## src/rtl/rxm_pkg.sv

```systemverilog
package rxm_pkg;

    localparam int HDR_LEN_LSB   = 16;
    localparam int HDR_LEN_W     = 9;
    localparam int HDR_FINAL_BIT = 31;
    localparam int WCNT_W        = HDR_LEN_W - 2;

    typedef enum logic [2:0] {
        S_IDLE,
        S_WAIT_RDY,
        S_HDR,
        S_PAY,
        S_WORDS,
        S_BYTES,
        S_RDY_CHK,
        S_FRAG_END
    } rx_state_e;

    typedef struct packed {
        logic [WCNT_W-1:0] words;
        logic [1:0]        tail;
        logic              final_frag;
    } frag_info_t;

    function automatic logic [HDR_LEN_W-1:0] hdr_len(input logic [31:0] w);
        return w[HDR_LEN_LSB +: HDR_LEN_W];
    endfunction

    function automatic frag_info_t hdr_decode(input logic [31:0] w);
        frag_info_t f;
        logic [HDR_LEN_W-1:0] l;
        l            = hdr_len(w);
        f.words      = l[HDR_LEN_W-1:2];
        f.tail       = l[1:0];
        f.final_frag = w[HDR_FINAL_BIT];
        return f;
    endfunction

    function automatic logic [WCNT_W:0] slots_needed(input frag_info_t f);
        return {1'b0, f.words} + {{WCNT_W{1'b0}}, (f.tail != 2'd0)};
    endfunction

endpackage

```

## src/rtl/rxm_ready_waiter.sv

```systemverilog
module rxm_ready_waiter #(
    parameter int TIMEOUT = 1000,
    parameter int RETRIES = 5
) (
    input  logic clk,
    input  logic rst,
    input  logic clear,
    input  logic run,
    output logic gave_up
);
    localparam int TW = (TIMEOUT > 2) ? $clog2(TIMEOUT) : 1;
    localparam int RW = $clog2(RETRIES + 1);

    logic [TW-1:0] timer_q;
    logic [RW-1:0] tries_q;

    always_ff @(posedge clk) begin
        if (rst || clear) begin
            timer_q <= '0;
            tries_q <= '0;
        end else if (run && !gave_up) begin
            if (timer_q == TW'(TIMEOUT - 1)) begin
                timer_q <= '0;
                tries_q <= tries_q + 1'b1;
            end else begin
                timer_q <= timer_q + 1'b1;
            end
        end
    end

    assign gave_up = (tries_q == RW'(RETRIES));
endmodule

```

## src/rtl/rxm_unpacker.sv

```systemverilog
module rxm_unpacker (
    input  logic        clk,
    input  logic        rst,
    input  logic        load,
    input  logic [31:0] word,
    input  logic [2:0]  nbytes,
    output logic        valid,
    output logic        last,
    output logic [7:0]  byte_out
);
    logic [31:0] sh_q;
    logic [2:0]  cnt_q;

    always_ff @(posedge clk) begin
        if (rst) begin
            sh_q  <= '0;
            cnt_q <= '0;
        end else if (load) begin
            sh_q  <= word;
            cnt_q <= nbytes;
        end else if (cnt_q != 3'd0) begin
            sh_q  <= {8'h00, sh_q[31:8]};
            cnt_q <= cnt_q - 3'd1;
        end
    end

    assign valid    = (cnt_q != 3'd0);
    assign last     = (cnt_q == 3'd1);
    assign byte_out = sh_q[7:0];
endmodule

```

## src/rtl/msg_reassembler.sv

```systemverilog
module msg_reassembler
    import rxm_pkg::*;
#(
    parameter int CAP_W   = 10,
    parameter int CNT_W   = 8,
    parameter int TIMEOUT = 1000,
    parameter int RETRIES = 5
) (
    input  logic             clk,
    input  logic             rst,
    input  logic             start,
    input  logic [CAP_W-1:0] capacity,
    input  logic [CNT_W-1:0] fill_cnt,
    input  logic [31:0]      slot_data,
    input  logic             peer_ready,
    output logic             slot_pop,
    output logic             wr_en,
    output logic [CAP_W-1:0] wr_addr,
    output logic [7:0]       wr_data,
    output logic             doorbell,
    output logic [CAP_W-1:0] rx_len,
    output logic             done,
    output logic             error
);
    rx_state_e         st_q, st_nxt;
    frag_info_t        frag_q, hdr_now;
    logic [CAP_W-1:0]  cap_q, len_q, remaining;
    logic              tail_ph_q, done_q, err_q;
    logic              fin_ok, fin_err, unp_load, unp_valid, unp_last, gave_up;
    logic [2:0]        unp_n;
    logic [7:0]        unp_byte;

    assign hdr_now   = hdr_decode(slot_data);
    assign remaining = cap_q - len_q;

    rxm_ready_waiter #(.TIMEOUT(TIMEOUT), .RETRIES(RETRIES)) u_wait (
        .clk(clk), .rst(rst),
        .clear(st_q == S_IDLE),
        .run(st_q == S_WAIT_RDY && !peer_ready),
        .gave_up(gave_up)
    );

    rxm_unpacker u_unp (
        .clk(clk), .rst(rst),
        .load(unp_load), .word(slot_data), .nbytes(unp_n),
        .valid(unp_valid), .last(unp_last), .byte_out(unp_byte)
    );

    always_comb begin
        st_nxt   = st_q;
        slot_pop = 1'b0;
        unp_load = 1'b0;
        unp_n    = 3'd4;
        doorbell = 1'b0;
        fin_ok   = 1'b0;
        fin_err  = 1'b0;
        unique case (st_q)
            S_IDLE:     if (start) st_nxt = S_WAIT_RDY;
            S_WAIT_RDY: begin
                if (gave_up)         fin_err = 1'b1;
                else if (peer_ready) st_nxt  = S_HDR;
            end
            S_HDR: begin
                if (fill_cnt != '0) begin
                    slot_pop = 1'b1;
                    if (CAP_W'(hdr_len(slot_data)) > remaining) fin_err = 1'b1;
                    else                                         st_nxt  = S_PAY;
                end
            end
            S_PAY: begin
                if (fill_cnt >= CNT_W'(slots_needed(frag_q))) st_nxt = S_WORDS;
            end
            S_WORDS: begin
                if (frag_q.words != '0) begin
                    slot_pop = 1'b1;
                    unp_load = 1'b1;
                    st_nxt   = S_BYTES;
                end else begin
                    st_nxt = S_RDY_CHK;
                end
            end
            S_BYTES: begin
                if (unp_last) st_nxt = tail_ph_q ? S_FRAG_END : S_WORDS;
            end
            S_RDY_CHK: begin
                if (!peer_ready) begin
                    fin_err = 1'b1;
                end else if (frag_q.tail != 2'd0) begin
                    slot_pop = 1'b1;
                    unp_load = 1'b1;
                    unp_n    = {1'b0, frag_q.tail};
                    st_nxt   = S_BYTES;
                end else begin
                    st_nxt = S_FRAG_END;
                end
            end
            S_FRAG_END: begin
                if (frag_q.final_frag)    fin_ok  = 1'b1;
                else if (remaining == '0) fin_err = 1'b1;
                else begin
                    doorbell = (fill_cnt == '0);
                    st_nxt   = S_HDR;
                end
            end
            default: st_nxt = S_IDLE;
        endcase
        if (fin_ok || fin_err) st_nxt = S_IDLE;
    end

    assign wr_en   = (st_q == S_BYTES) && unp_valid;
    assign wr_addr = len_q;
    assign wr_data = unp_byte;

    always_ff @(posedge clk) begin
        if (rst) begin
            st_q      <= S_IDLE;
            frag_q    <= '0;
            cap_q     <= '0;
            len_q     <= '0;
            tail_ph_q <= 1'b0;
            done_q    <= 1'b0;
            err_q     <= 1'b0;
        end else begin
            st_q <= st_nxt;
            if (st_q == S_IDLE && start) begin
                cap_q  <= capacity;
                len_q  <= '0;
                done_q <= 1'b0;
                err_q  <= 1'b0;
            end
            if (wr_en) len_q <= len_q + 1'b1;
            if (st_q == S_HDR && slot_pop) begin
                frag_q    <= hdr_now;
                tail_ph_q <= 1'b0;
            end
            if (st_q == S_WORDS && slot_pop) frag_q.words <= frag_q.words - 1'b1;
            if (st_q == S_RDY_CHK && slot_pop) tail_ph_q <= 1'b1;
            if (fin_ok)  done_q <= 1'b1;
            if (fin_err) begin
                done_q <= 1'b1;
                err_q  <= 1'b1;
            end
        end
    end

    assign rx_len = len_q;
    assign done   = done_q;
    assign error  = err_q;
endmodule

```

## config.mk

```make
export PLATFORM = sky130hd
export DESIGN_NAME = msg_reassembler
export DESIGN_NICKNAME = d
export VERILOG_FILES = /design/src/rtl/rxm_pkg.sv /design/src/rtl/rxm_ready_waiter.sv /design/src/rtl/rxm_unpacker.sv /design/src/rtl/msg_reassembler.sv
export SDC_FILE = /design/constraint.sdc
export NUM_CORES = 1
export LEC_CHECK = 0
export ABC_AREA = 1
export BUFFER_PORTS_ARGS = -buffer_cell sky130_fd_sc_hd__buf_2
export CELL_PAD_IN_SITES_DETAIL_PLACEMENT = 2
export CELL_PAD_IN_SITES_GLOBAL_PLACEMENT = 2
export CORE_ASPECT_RATIO = 0.8
export CORE_MARGIN = 5
export CORE_UTILIZATION = 34
export CTS_CLUSTER_DIAMETER = 40
export DETAILED_ROUTE_END_ITERATION = 6
export PLACE_DENSITY_LB_ADDON = 0.1
export SKIP_CTS_REPAIR_TIMING = 1
export SYNTH_ARGS = -nofsm -noshare
export SYNTH_HDL_FRONTEND = slang
export SYNTH_HIERARCHICAL = 1
export SYNTH_SLANG_ARGS = --single-unit
```

## constraint.sdc

```tcl
create_clock -name clk -period 4.1 [get_ports clk]
set_input_delay 0.82 -clock clk [delete_from_list [all_inputs] [get_ports clk]]
set_output_delay 0.82 -clock clk [all_outputs]
set_load 0.05 [all_outputs]
```

==> metrics.txt, run 1 <==
run status=complete, no violations; Tot GR Track Use=20.3%; FF+latch count, synth=84; first-pass iteration count of the detailed router=4; Final Skew=0.0102 ns; CP Buf/Inv Count=2; Final Hold Vio Count=0; number of global-route vias before repair=6255; # IOs=87; gp weighted congestion=0.828; CP cell instances=ha_1 -> fa_1 -> xnor2_1 -> nor2_2 -> nand3_1 -> nor2_2 -> nand2_2 -> nor2_2 -> nand4_1 -> nand4_1 -> inv_1 -> buf_2; layout cell share with drive strength beyond 1=18.1%; maxcap violations=0; sequential-to-total area share from yosys stat=29.8%; HPWL after DPL=15.3 mm; Synth Instances=835; via count=5722; Die ar.=19300 sq um; critical path arrival=2.71 ns; P&R area growth vs syn=13.4%; Placed Cells=1095; total power=3.39 mW; CP startpoint kind=flip-flop; total wire length=19.5 mm; antenna cells=0; Iter 0 DRT Violations=275; Fmax=283 MHz; wire length per cell=17.5 um; Via density=5.15; Netlist Area Pre-Place=5650 sq um; first-pass GRT wire length=32.3 mm; leading cell type in the layout, fill and taps excluded=nand2_1; final net count=978; hold crit path type=flip-flop to flip-flop; Worst-Margin Slew=0.786 ns; clk buf depth=2; CTS sink count=84; CP max stage cell=fa_1; TritonCTS clock tree=built; Leakage=2.98 nW; final critical-path share of the clock period=86.1%; Syn Nets=927; Crit. End Element=primary output; most frequent cells in the layout=230 x nand2_1, 89 x inv_1, 86 x buf_2; Yosys warnings=6; worst-path fanout max=8; Initial Utilization=34.3%; Post-Route Setup TNS=0 ns; final setup vio count=0; Setup CP Type=flip-flop to primary output; num rows=42; Post-Layout Cell Count=1111; pin count of the biggest net entering global routing=42; ANT nets after route=0; worst endpoint required time=3.28 ns; clk slew on worst S/H paths=0.07 ns; Die H=125 um; Rel. slew slack=47.6%; Placeable Area=16400 sq um; CTS root buf=clkbuf_16; post-layout min period=3.53 ns; CP delay by family, top=adder cells; RSZ-0062 raised after global routing=no; VDD IR-drop max=0.199 mV; Post-route DRC=0; fin. max-slew vios=0; syn_area_per_cell=6.76 sq um; CP peak stage delay=0.42 ns; CTS H-tree lvls=3; Fill cells=2025; TritonCTS Buffers=9; Yosys cell types=54; Power Density=530 nW/um^2; GRT overflow=0; initial antenna violation count=0; Chip Width=154 um; Worst-Skew Late Latency=0.35 ns; Port-buffer cells=86; most frequent CP cell=nor2_2
## where the power goes
part	leakage, nW	switching, mW	internal (mW)	total, mW
combinational	2.15	1.08	0.466	1.54
clock	0.152	0.357	0.507	0.864
sequential	0.680	0.0831	0.900	0.983
total	2.98	1.52	1.87	3.39
## worst register-to-register path: stages (launching register included)
cell and delay (ns):
dfxtp_1 0.39, ha_1 0.27, fa_1 0.42, inv_1 0.09
nand3_1 0.10, nand2_1 0.12, nand2_1 0.06, nand2_1 0.11
inv_1 0.11, ha_1 0.28, nand2_1 0.08, inv_1 0.05
nand2_1 0.07, nand3_1 0.08, nand2_1 0.06, nand2_1 0.05
nand2_1 0.06, nand2_1 0.07, nand4_1 0.07, nand2_1 0.07
inv_2 0.08, nand4_1 0.23, nor2_1 0.19
## metal layers
| layer | global-route usage, % | part of all wire (%) | vias up |
|---|---|---|---|
| li1 | - | - | 2811 |
| met1 | 26.8 | 46 | 2802 |
| met2 | 35.3 | 49 | 98 |
| met3 | 3.87 | 3.9 | 11 |
| met4 | 3.27 | 0.69 | 0 |
| met5 | 0 | 0 | - |
## flip-flops by register name, indices dropped and copies added (netlist names)
name,cells
u_wait/tries_q,3
error,1
rx_len,10
u_wait/timer_q,10
u_unp/sh_q,32
st_q,3
cap_q,10
tail_ph_q,1
u_unp/cnt_q,3
done,1
frag_q,10
## cell families (layout without fill, tap and decap cells)
group	after synthesis	count (layout)	synth area share [%]
xor gates and xnor gates	14	14	2.17
buffers and inverters	154	210	12.3
AOI/OAI and AO/OA	104	104	11.0
adders and majority gates	38	38	8.55
DFF	84	84	29.8
and+or+nand+nor	441	441	36.3
## synthesized netlist by cell type (all sizes together)
cell     instances  share of area [%]
o221a            1               0.20
xor2            10                1.6
fa               1               0.35
a2111oi          1               0.16
a31oi            1               0.11
a21oi           62                5.6
nand2b           1               0.11
nand3           54                5.1
dfxtp           84                 30
o21bai           1               0.20
o22ai            1               0.11
a311oi           2               0.31
nor4             3               0.55
nand3b           4               0.53
nand2          243                 17
inv            103                6.9
a221oi           8                1.4
clkbuf          11               0.73
a211oi           1               0.13
nor3b            1               0.22
xnor2            4               0.62
ha              37                8.2
o21ai           19                1.9
o31ai            1               0.13
and2             1               0.11
buf             40                4.6
o21a             2               0.27
nand4           43                4.9
a22oi            2               0.27
or2              1               0.11
o211ai           1               0.13
nor2            81                6.7
a32oi            1               0.16
nor3             9               0.89
## layout make-up
class / instances / area, sq um / share of cell area, %
Clock inverter: 5 / 60.1 / 0.938
Sequential cell: 84 / 1680 / 26.3
Tap cell: 220 / 275 / 4.30
Clock buffer: 11 / 253 / 3.95
Timing Repair Buffer: 91 / 468 / 7.31
Multi-Input combinational cell: 597 / 3270 / 51.1
Inverter: 103 / 392 / 6.12
## worst paths after layout
path / endpoint / depth (start not counted) / slack [ns] / from
setup / recovery: doorbell / 12 / 0.57 / rx_len[0]
hold / removal: cap_q[3] / 2 / 0.47 / cap_q[3]
setup reg to reg: st_q[1] / 22 / 0.91 / rx_len[0]
hold reg to reg: cap_q[3] / 2 / 0.47 / cap_q[3]
## metrics by stage
| stage | utilization [%] | hold slack (ns) | instance area, sq um | setup WS, ns |
|---|---|---|---|---|
| final | 38.9 | 0.469 | 6400 | 0.569 |
| after global routing | 38.9 | 0.493 | 6400 | 0.370 |
| after CTS | 38.9 | 0.473 | 6400 | 0.563 |
| after detailed placement | 37.0 | 0.461 | 6090 | 0.922 |
| after global placement | 37.0 | 0.455 | 6090 | 1.07 |
| after floorplan | - | 0.444 | 5650 | 0.970 |
(Power assumes the default switching activity.)
==> run 2: changes to the inputs <==
CORE_ASPECT_RATIO = default   (was 0.8)
PLACE_DENSITY = 0.88   (was default)
PLACE_DENSITY_LB_ADDON = default   (was 0.1)
SLEW_MARGIN = 20   (was default)
==> run 2 against run 1 <==
  * Global-route usage is 0.85 points lower
  * Register-to-register slack better by 0.07 ns
  * Maximum frequency is 0.26% higher
  * Utilization is 0.079 points lower
  * Worst hold slack better by 0.0096 ns
  * Clock-buffer cell count is 2 lower
  * Sequential cell count stayed put
  * First-iteration DRC count is 21% lower
  * Cell count hardly changed
  * Critical path depth is 1 higher
  * Power is 0.10% higher
  * Sequential power hardly changed
  * Largest cell class unchanged
==> metrics.txt, run 2 (synthesized netlist as in run 1, its figures left out) <==
pin count of the biggest net entering global routing=45; Tot GR Track Use=19.5%; worst endpoint required time=3.28 ns; hold crit path type=flip-flop to flip-flop; TritonCTS Buffers=9; Worst-Skew Late Latency=0.36 ns; Placeable Area=16500 sq um; clk buf depth=2; layout cell share with drive strength beyond 1=18.0%; Via density=5.11; Fill cells=2059; most frequent cells in the layout=230 x nand2_1, 89 x inv_1, 86 x buf_2; Reg2Reg Depth=23; critical path capture point=doorbell; Final Skew=0.00815 ns; Chip Width=139 um; worst-path fanout max=6; total wire length=18.8 mm; CTS root buf=clkbuf_16; final net count=977; Post-route DRC=0; Top reg by flops=u_unp/sh_q; CTS H-tree lvls=3; gp weighted congestion=0.827; first-pass GRT wire length=31.0 mm; Final Hold Vio Count=0; Initial Utilization=34.3%; post-layout min period=3.52 ns; Post-Route Setup TNS=0 ns; num rows=47; CP startpoint kind=flip-flop; # IOs=87; run status=complete, no violations; antenna cells=0; worst r2r src=rx_len[2]; Crit. End Element=primary output; Port-buffer cells=86; VDD IR-drop max=0.241 mV; Power Density=531 nW/um^2; GRT overflow=0; Fmax=284 MHz; via count=5667; Rel. slew slack=47.4%; ANT nets after route=0; RSZ-0062 raised after global routing=no; TritonCTS clock tree=built; R2R Setup Slk=0.98 ns; Iter 0 DRT Violations=218; post-route core utilization=38.8%; clk slew on worst S/H paths=0.07 ns; final setup vio count=0; number of global-route vias before repair=6152; Worst-Margin Slew=0.788 ns; maxcap violations=0; max FFs per register=32; critical path arrival=2.70 ns; fin. max-slew vios=0; CP startpoint=rx_len[5]; worst r2r dst=st_q[0]; leading cell type in the layout, fill and taps excluded=nand2_1; Die ar.=19300 sq um; CTS sink count=84; first-pass iteration count of the detailed router=4; area occupied by multi-input gates=3270 sq um; final critical-path share of the clock period=85.9%; Sequential Area=1680 sq um; HPWL after DPL=13.7 mm; Leakage=2.98 nW; initial antenna violation count=1; Die H=139 um; Setup CP Type=flip-flop to primary output; wire length per cell=16.9 um; P&R area growth vs syn=13.3%
-- run 2: cell types whose count changed in the layout (fill, tap and decap cells not counted) --
cell / previous run / this run
clkinv_4: 2 / 1
buf_4: 5 / 4
inv_8: 0 / 3
inv_6: 0 / 1
clkinv_2: 1 / 0
clkbuf_8: 2 / 0
-- run 2: report_power, final --
group / total (mW) / internal, mW / switching [mW]
clock: 0.891 / 0.489 / 0.402
combinational: 1.52 / 0.457 / 1.06
sequential: 0.984 / 0.899 / 0.0846
total: 3.39 / 1.85 / 1.55
-- run 2: how the worst min path moves through the flow --
stage | slack [ns] | end | cells after the start | start
after floorplan | 0.44 | cap_q[2] | 2 | cap_q[2]
after global placement | 0.46 | cap_q[6] | 2 | cap_q[6]
after detailed placement | 0.47 | cap_q[5] | 2 | cap_q[5]
after CTS | 0.48 | tail_ph_q | 2 | tail_ph_q
after global routing | 0.51 | cap_q[2] | 2 | cap_q[2]
final | 0.48 | u_unp/sh_q[23] | 2 | u_unp/sh_q[23]
-- run 2: stage by stage --
step           setup WS (ns)  power (mW)  std cells  area, sq um  hold slack [ns]
5_1_grt                0.342        3.66       1110         6390            0.511
4_1_cts                0.566        3.44       1110         6390            0.480
6_report               0.578        3.39       1110         6390            0.479
3_5_place_dp            1.02        2.50       1094         6080            0.467
3_3_place_gp            1.08        2.43       1094         6080            0.456
2_1_floorplan          0.970        2.13        835         5650            0.444
-- run 2: cell type report --
class                      count  share of cell area, %
multi-input combinational    597                   51.2
sequential                    84                   26.3
timing repair buffer          90                   7.20
inverter                     103                   6.12
tap                          220                   4.30
clock buffer                   9                   3.52
clock inverter                 7                   1.39
-- run 2: worst max-delay path: stages, from the launching register on --
cell and delay (ns):
dfxtp_1 0.42, inv_1 0.13, ha_1 0.38, nand2_1 0.11
inv_1 0.07, a21oi_1 0.31, nand2_1 0.15, nand2_1 0.08
nand2_1 0.09, nor2_2 0.11, nand4_1 0.13, nand4_1 0.13
inv_1 0.04, buf_2 0.20
-- run 2: metal layers --
layer | track usage, % | routed length [um]
met4 | 4.48 | 172
met1 | 24.2 | 8570
met5 | 0 | 13
met3 | 3.79 | 551
met2 | 34.9 | 9450
